[config.mk]
export PLATFORM = sky130hd
export DESIGN_NAME = flvl_modulator
export DESIGN_NICKNAME = d
export VERILOG_FILES = /design/src/rtl/flvl_pkg.sv /design/src/rtl/flvl_ctrl.sv /design/src/rtl/flvl_datapath.sv /design/src/rtl/flvl_deadband.sv /design/src/rtl/flvl_modulator.sv
export SDC_FILE = /design/constraint.sdc
export NUM_CORES = 1
export LEC_CHECK = 0
export ABC_CLOCK_PERIOD_IN_PS = 4400
export BUFFER_PORTS_ARGS = -buffer_cell sky130_fd_sc_hd__buf_2
export CELL_PAD_IN_SITES_DETAIL_PLACEMENT = 0
export CELL_PAD_IN_SITES_GLOBAL_PLACEMENT = 1
export CORE_MARGIN = 2
export CORE_UTILIZATION = 31
export CTS_CLUSTER_DIAMETER = 80
export DETAILED_ROUTE_END_ITERATION = 16
export PLACE_DENSITY_LB_ADDON = 0.1
export RECOVER_POWER = 25
export REMOVE_ABC_BUFFERS = 1
export SLEW_MARGIN = 20
export SYNTH_ARGS = -nofsm -noshare
export SYNTH_HDL_FRONTEND = slang
export SYNTH_SLANG_ARGS = --single-unit
[constraint.sdc]
create_clock -name clk -period 4.4 [get_ports clk]
set_input_delay 0.22 -clock clk [delete_from_list [all_inputs] [get_ports clk]]
set_output_delay 0.22 -clock clk [all_outputs]
set_load 0.01 [all_outputs]
[src/rtl/flvl_pkg.sv]
package flvl_pkg;

  localparam int NUM_CARRIERS = 4;
  localparam int GATE_N       = 8;

  typedef enum logic [2:0] {
    ST_POS_FULL    = 3'd0,
    ST_POS_HALF_UP = 3'd1,
    ST_POS_HALF_LO = 3'd2,
    ST_ZERO        = 3'd3,
    ST_NEG_HALF_UP = 3'd4,
    ST_NEG_HALF_LO = 3'd5,
    ST_NEG_FULL    = 3'd6
  } bridgeState_e;

  // control -> datapath strobes
  typedef struct packed {
    logic latch;    // last cycle of the period: capture inputs
    logic armed;    // first period boundary has passed
    logic countUp;  // carrier rising half
  } ctrlStrobe_t;

  localparam logic [GATE_N-1:0] PAT_POS_FULL    = 8'h23;
  localparam logic [GATE_N-1:0] PAT_POS_HALF_UP = 8'h66;
  localparam logic [GATE_N-1:0] PAT_POS_HALF_LO = 8'h53;
  localparam logic [GATE_N-1:0] PAT_ZERO        = 8'hC6;
  localparam logic [GATE_N-1:0] PAT_NEG_HALF_UP = 8'h9C;
  localparam logic [GATE_N-1:0] PAT_NEG_HALF_LO = 8'h96;
  localparam logic [GATE_N-1:0] PAT_NEG_FULL    = 8'h1C;

  function automatic logic [GATE_N-1:0] gatePattern(bridgeState_e st);
    logic [GATE_N-1:0] pat;
    case (st)
      ST_POS_FULL:    pat = PAT_POS_FULL;
      ST_POS_HALF_UP: pat = PAT_POS_HALF_UP;
      ST_POS_HALF_LO: pat = PAT_POS_HALF_LO;
      ST_ZERO:        pat = PAT_ZERO;
      ST_NEG_HALF_UP: pat = PAT_NEG_HALF_UP;
      ST_NEG_HALF_LO: pat = PAT_NEG_HALF_LO;
      ST_NEG_FULL:    pat = PAT_NEG_FULL;
      default:        pat = '0;
    endcase
    return pat;
  endfunction

endpackage

[src/rtl/flvl_ctrl.sv]
module flvl_ctrl
  import flvl_pkg::*;
#(
  parameter int HALF_PERIOD = 5000,
  localparam int PH_W = $clog2(2 * HALF_PERIOD)
) (
  input  logic            clk,
  input  logic            rstN,
  output ctrlStrobe_t     strobe,
  output logic [PH_W-1:0] phase
);

  localparam logic [PH_W-1:0] PH_LAST = PH_W'(2 * HALF_PERIOD - 1);
  localparam logic [PH_W-1:0] PH_PEAK = PH_W'(HALF_PERIOD);

  logic armedQ;
  logic atLast;

  assign atLast = (phase == PH_LAST);

  always_ff @(posedge clk or negedge rstN) begin
    if (!rstN) begin
      phase  <= '0;
      armedQ <= 1'b0;
    end else begin
      phase <= atLast ? '0 : phase + 1'b1;
      if (atLast) armedQ <= 1'b1;
    end
  end

  always_comb begin
    strobe.latch   = atLast;
    strobe.armed   = armedQ;
    strobe.countUp = (phase < PH_PEAK);
  end

endmodule

[src/rtl/flvl_datapath.sv]
module flvl_datapath
  import flvl_pkg::*;
#(
  parameter int HALF_PERIOD = 5000,
  parameter int REF_W       = 16,
  localparam int CAR_W = $clog2(HALF_PERIOD + 1),
  localparam int CMP_W = REF_W + 2
) (
  input  logic                    clk,
  input  logic                    rstN,
  input  ctrlStrobe_t             strobe,
  input  logic signed [REF_W-1:0] refIn,
  input  logic                    balEn,
  input  logic                    capDiffNeg,
  input  logic                    curNeg,
  output logic [CAR_W-1:0]        carrier,
  output logic signed [REF_W-1:0] refHeld,
  output logic                    enHeld,
  output logic                    dnHeld,
  output logic                    inHeld,
  output logic [2:0]              levelCount,
  output logic [GATE_N-1:0]       rawGates
);

  localparam logic signed [CMP_W-1:0] LIM_HI = CMP_W'(2 * HALF_PERIOD);
  localparam logic signed [CMP_W-1:0] LIM_LO = -LIM_HI;

  // triangular carrier driven by control strobes
  always_ff @(posedge clk or negedge rstN) begin
    if (!rstN)               carrier <= '0;
    else if (strobe.countUp) carrier <= carrier + 1'b1;
    else                     carrier <= carrier - 1'b1;
  end

  // reference saturation
  logic signed [CMP_W-1:0] refWide;
  logic signed [CMP_W-1:0] refClamp;

  assign refWide = {{2{refIn[REF_W-1]}}, refIn};

  always_comb begin
    if (refWide > LIM_HI)      refClamp = LIM_HI;
    else if (refWide < LIM_LO) refClamp = LIM_LO;
    else                       refClamp = refWide;
  end

  // once-per-period capture
  always_ff @(posedge clk or negedge rstN) begin
    if (!rstN) begin
      refHeld <= '0;
      enHeld  <= 1'b0;
      dnHeld  <= 1'b0;
      inHeld  <= 1'b0;
    end else if (strobe.latch) begin
      refHeld <= refClamp[REF_W-1:0];
      enHeld  <= balEn;
      dnHeld  <= capDiffNeg;
      inHeld  <= curNeg;
    end
  end

  // level-shifted comparisons
  logic signed [CMP_W-1:0] refHeldWide;
  logic signed [CMP_W-1:0] carrierWide;
  logic [NUM_CARRIERS-1:0] above;

  assign refHeldWide = {{2{refHeld[REF_W-1]}}, refHeld};
  assign carrierWide = $signed({{(CMP_W - CAR_W){1'b0}}, carrier});

  for (genvar k = 0; k < NUM_CARRIERS; k++) begin : gBand
    localparam logic signed [CMP_W-1:0] BAND_BASE = CMP_W'(k * HALF_PERIOD) - LIM_HI;
    logic signed [CMP_W-1:0] bandCarrier;
    assign bandCarrier = BAND_BASE + carrierWide;
    assign above[k]    = (refHeldWide > bandCarrier);
  end

  always_comb begin
    levelCount = '0;
    for (int k = 0; k < NUM_CARRIERS; k++) begin
      levelCount = levelCount + {2'b00, above[k]};
    end
  end

  // level and redundant-state selection
  bridgeState_e bridgeState;
  logic pickPosUpper;
  logic pickNegLower;

  assign pickPosUpper = enHeld && !dnHeld && !inHeld;
  assign pickNegLower = enHeld &&  dnHeld &&  inHeld;

  always_comb begin
    case (levelCount)
      3'd4:    bridgeState = ST_POS_FULL;
      3'd3:    bridgeState = pickPosUpper ? ST_POS_HALF_UP : ST_POS_HALF_LO;
      3'd2:    bridgeState = ST_ZERO;
      3'd1:    bridgeState = pickNegLower ? ST_NEG_HALF_LO : ST_NEG_HALF_UP;
      default: bridgeState = ST_NEG_FULL;
    endcase
  end

  always_comb begin
    rawGates = '0;
    if (strobe.armed) begin
      rawGates = gatePattern(bridgeState);
      if (!enHeld) rawGates[7:6] = 2'b11;
    end
  end

endmodule

[src/rtl/flvl_deadband.sv]
module flvl_deadband #(
  parameter int LANES = 8,
  parameter int DT_W  = 8
) (
  input  logic             clk,
  input  logic             rstN,
  input  logic [DT_W-1:0]  deadCycles,
  input  logic [LANES-1:0] rawGates,
  output logic [LANES-1:0] gateOut
);

  for (genvar g = 0; g < LANES; g++) begin : gLane
    logic [DT_W-1:0] holdCnt;

    always_ff @(posedge clk or negedge rstN) begin
      if (!rstN)                     holdCnt <= '0;
      else if (!rawGates[g])         holdCnt <= '0;
      else if (holdCnt < deadCycles) holdCnt <= holdCnt + 1'b1;
    end

    // rising edge waits for the count, falling edge is immediate
    assign gateOut[g] = rawGates[g] && (holdCnt >= deadCycles);
  end

endmodule

[src/rtl/flvl_modulator.sv]
module flvl_modulator
  import flvl_pkg::*;
#(
  parameter int HALF_PERIOD = 5000,
  parameter int REF_W       = 16,
  parameter int DT_W        = 8,
  localparam int PH_W  = $clog2(2 * HALF_PERIOD),
  localparam int CAR_W = $clog2(HALF_PERIOD + 1)
) (
  input  logic                    clk,
  input  logic                    rstN,
  input  logic signed [REF_W-1:0] refIn,
  input  logic                    balEn,
  input  logic                    capDiffNeg,
  input  logic                    curNeg,
  input  logic [DT_W-1:0]         deadCycles,
  output logic [GATE_N-1:0]       gateOut
);

  ctrlStrobe_t             strobe;
  logic [PH_W-1:0]         phase;
  logic [CAR_W-1:0]        carrier;
  logic signed [REF_W-1:0] refHeld;
  logic                    enHeld;
  logic                    dnHeld;
  logic                    inHeld;
  logic [2:0]              levelCount;
  logic [GATE_N-1:0]       rawGates;

  flvl_ctrl #(.HALF_PERIOD(HALF_PERIOD)) uCtrl (
    .clk   (clk),
    .rstN  (rstN),
    .strobe(strobe),
    .phase (phase)
  );

  flvl_datapath #(.HALF_PERIOD(HALF_PERIOD), .REF_W(REF_W)) uData (
    .clk       (clk),
    .rstN      (rstN),
    .strobe    (strobe),
    .refIn     (refIn),
    .balEn     (balEn),
    .capDiffNeg(capDiffNeg),
    .curNeg    (curNeg),
    .carrier   (carrier),
    .refHeld   (refHeld),
    .enHeld    (enHeld),
    .dnHeld    (dnHeld),
    .inHeld    (inHeld),
    .levelCount(levelCount),
    .rawGates  (rawGates)
  );

  flvl_deadband #(.LANES(GATE_N), .DT_W(DT_W)) uDead (
    .clk       (clk),
    .rstN      (rstN),
    .deadCycles(deadCycles),
    .rawGates  (rawGates),
    .gateOut   (gateOut)
  );

endmodule

==> out/qor.yml <==
outcome: "complete, but fails checks"
violations: "max-capacitance violations, max-slew violations, negative setup slack"
finalHoldViolCount: 0
rr_worst_depth: 22
dp.cells: 1466
final_cell_mix: "134 x ha_1, 112 x a21oi_1, 111 x dfrtp_1"
synth_edf_count: 0
clkTransAtPathRegs_ns: 0.08
slew_viol_final: 50
synth_top_area_share_pct: 31.07
clock_latency_ns: 0.37
coreArea_mm2: 0.02855
synth_compound_area_share_pct: 20.03
cts_tree: "built"
synth.yosys.seq_area_share_pct: 31.07
setup_viol: 8
vias_per_cell: 5.236
grt_remaining_overflow: 0
grt.total_usage_pct: 17.22
worst_r2r_endpoint: "uDead.gLane[0].holdCnt[6]"
numPortBuffers: 36
setup-tns-final_ns: -1.512
yosysTopAreaCell: "dfrtp_1"
finalNetCount: 1270
wire_per_inst_um: 16.90
num_rows: 62
clockBufferDepth: 2
antenna_found_initial: 1
worst_path_most_repeated_cell: "inv_2"
r2r-start: "uData.carrier[4]"
yosys.area_share.simple_pct: 20.56
synthArstFlopShare_pct: 100.0
synth_top_family_by_area: "simple AND/OR/NAND/NOR gates"
synth_mux_area_share_pct: 0.5598
drt_pass1_iterations: 5
min-delay-start: "curNeg"
yosysWarnings: 0
die_w_um: 173.8
start_util_pct: 31.32
multi_input_area_mm2: 0.006108
synth_adder_area_share_pct: 19.76
fin_area_mm2: 0.01054
routed_wl_mm: 25.18
avgSynthCellArea_um2: 8.825
place_area_mm2: 0.009938
seq_power_share_pct: 50.8
fmax_ghz: 0.2160
drt_iter0_markers: 510
syn2layout_area_growth_pct: 17.87
yosys_register_bits: 111
cts_sinks: 111
crit_path_end_kind: "output port"
fin_util_pct: 36.91
fin_skew_ns: 0.01245
worst_slew_pin_slew_ns: 2.889
diodes: 0
seq_area_mm2: 0.002778
grt_pass1_wl_mm: 41.93
die-area_mm2: 0.03021
min_to: "uData.inHeld"
internal_power_mw: 1.511
layout_commonest_cell: "ha_1"
hpwl_mm: 18.92
io_pins: 37
die_h_um: 173.8
power.switching_mw: 0.4967
setup_slack_ns: -0.2290
place.gp.congestion: 0.8059
final.min_clock_period_ns: 4.629
instances_no_fill: 1490
cp_slowest_cell: "dfrtp_1"
synthXorXnorAreaFrac_pct: 4.801
holdPathStages: 3
drive_gt1_share_pct: 16.55
p_leak_nw: 4.477
relSlewSlack_pct: -92.57
crit_chain: "inv_2, buf_6, ha_2, buf_4, nand2_1, xnor2_1, ha_1, o21a_1, a21oi_1, nand4_1, a211oi_2, a21oi_1, ha_1, inv_2, fa_2, inv_2, ha_4, nand3b_1, o31a_1, buf_4, nand2_2, nor2_1, buf_2"
hold_path_class: "input pin to flop"
power.density_mw_per_mm2: 190.5
cts_buffers: 9
via_count: 7802
detail-route-antenna-nets: 0
start_kind: "flop"
maxCapViolations: 1
r2r_slack_ns: 0.01
synthFlopType: "dfrtp_1"
required_ns: 4.18
crit_type: "flop to output port"
synth_cell_types: 65
switching_share_pct: 24.75
crit_fanout: 4
crit_start: "uData.carrier[4]"
finalCritPeriodShare_pct: 105.2
cts-root-buf: "clkbuf_16"
critPathMaxStageDelay_ns: 0.39
cp_data_arrival_time_ns: 4.41
clkPwrFrac_pct: 43.5
n_fill_cell: 3025
grt_pass1_vias: 7856
rsz0062_at_grt: "true"
grt_max_degree: 50
synth_area_leaders: "dfrtp_1 31%, ha_1 19%, a21oi_1 6.6%, xnor2_1 3.6%, nand3_1 3.0%"
combPwrFrac_pct: 5.7
h-tree-depth: 3
place_ws_ns: -0.1112
postSynthCellCount: 1013
synth_area_mm2: 0.008940
ir_drop_mv: 0.1709
drc: 0
## layer usage
metal | vias up | wire (µm) | track usage, %
met5 | - | 0 | 0
met1 | 3706 | 12740 | 23.57
li1 | 4002 | - | -
met4 | 0 | 271 | 3.711
met3 | 18 | 490 | 2.149
met2 | 76 | 11680 | 29.10
## flip-flops by register name, indices dropped and copies added, names as in the netlist
register / count
uData.carrier: 13
uData.enHeld: 1
uCtrl.phase: 14
uDead.gLane.holdCnt: 64
uData.inHeld: 1
uCtrl.armedQ: 1
uData.refHeld: 16
uData.dnHeld: 1
## power groups by stage
stage / combinational [mW] / sequential [mW] / clock [mW]
after floorplan: 0.0508 / 1.04 / 0
after global placement: 0.119 / 1.04 / 0
after detailed placement: 0.118 / 1.04 / 0
after CTS: 0.120 / 1.02 / 0.917
after global routing: 0.135 / 1.02 / 0.944
final: 0.115 / 1.02 / 0.873
## synthesized netlist by cell type (3+ instances only)
library cell / count
mux2i_1: 5
xnor2_1: 37
a31oi_1: 5
inv_1: 51
nand3_1: 53
dfrtp_1: 111
clkinv_1: 3
nand3b_1: 3
o41ai_1: 6
nor3_1: 25
a21o_1: 19
or2_2: 4
clkbuf_1: 19
o31ai_1: 32
ha_1: 138
and3_1: 10
nand2_1: 68
and4_1: 4
o21ai_0: 46
nor2_1: 53
xor2_1: 12
or4_2: 4
or4_1: 26
a211oi_1: 5
or3_1: 8
nand4_1: 36
nor2b_1: 13
nand2b_1: 9
a31o_2: 5
and2_1: 8
o21a_1: 9
nor4_1: 9
o211ai_1: 12
a21oi_1: 118
## final cells by class
type / count / share of cell area (%)
clock buffers: 11 / 2.303
clock inverters: 5 / 0.5462
inverters: 54 / 1.924
multi-input cells: 826 / 57.97
flip-flops and latches: 111 / 26.36
well taps: 384 / 4.559
repair buffers: 99 / 6.341
## stage by stage
step | hold WS, ns | total power, mW
global route | 0.06737 | 2.098
global placement | 0.3162 | 1.158
floorplan | -0.07559 | 1.091
finish | 0.06165 | 2.007
CTS | 0.05339 | 2.055
detailed placement | 0.3127 | 1.158
## worst max path at each step
stage | to | depth (start not counted)
floorplan | gateOut[0] | 20
global placement | gateOut[0] | 21
detailed placement | gateOut[0] | 19
CTS | gateOut[5] | 21
global route | gateOut[2] | 25
finish | gateOut[2] | 23
## cells by family after synthesis
kind of cell	count (synthesis)
DFF	111
muxes	5
xor gates and xnor gates	49
AOI/OAI and AO/OA	288
buffers and inverters	76
and+or+nand+nor	344
adders and majority gates	140
## worst max-delay path: cells and delay by family (launching register included)
kind | cells | cell delay, ns
xor+xnor | 1 | 0.13
simple gates | 5 | 0.58
fa+ha+maj | 5 | 1.32
flops | 1 | 0.39
buf+inv | 7 | 0.75
compound gates | 5 | 0.90
## what timing repair did
action                     4_1_cts  5_1_grt
setup endpoints to repair       16       69
gates resized for setup         20       38
pin swaps                       13       21
gates cloned                     0        0
buffers inserted                 4        4
hold endpoints to repair        47        0
hold buffers                     1        0
Power figures use the tool's default switching activity.
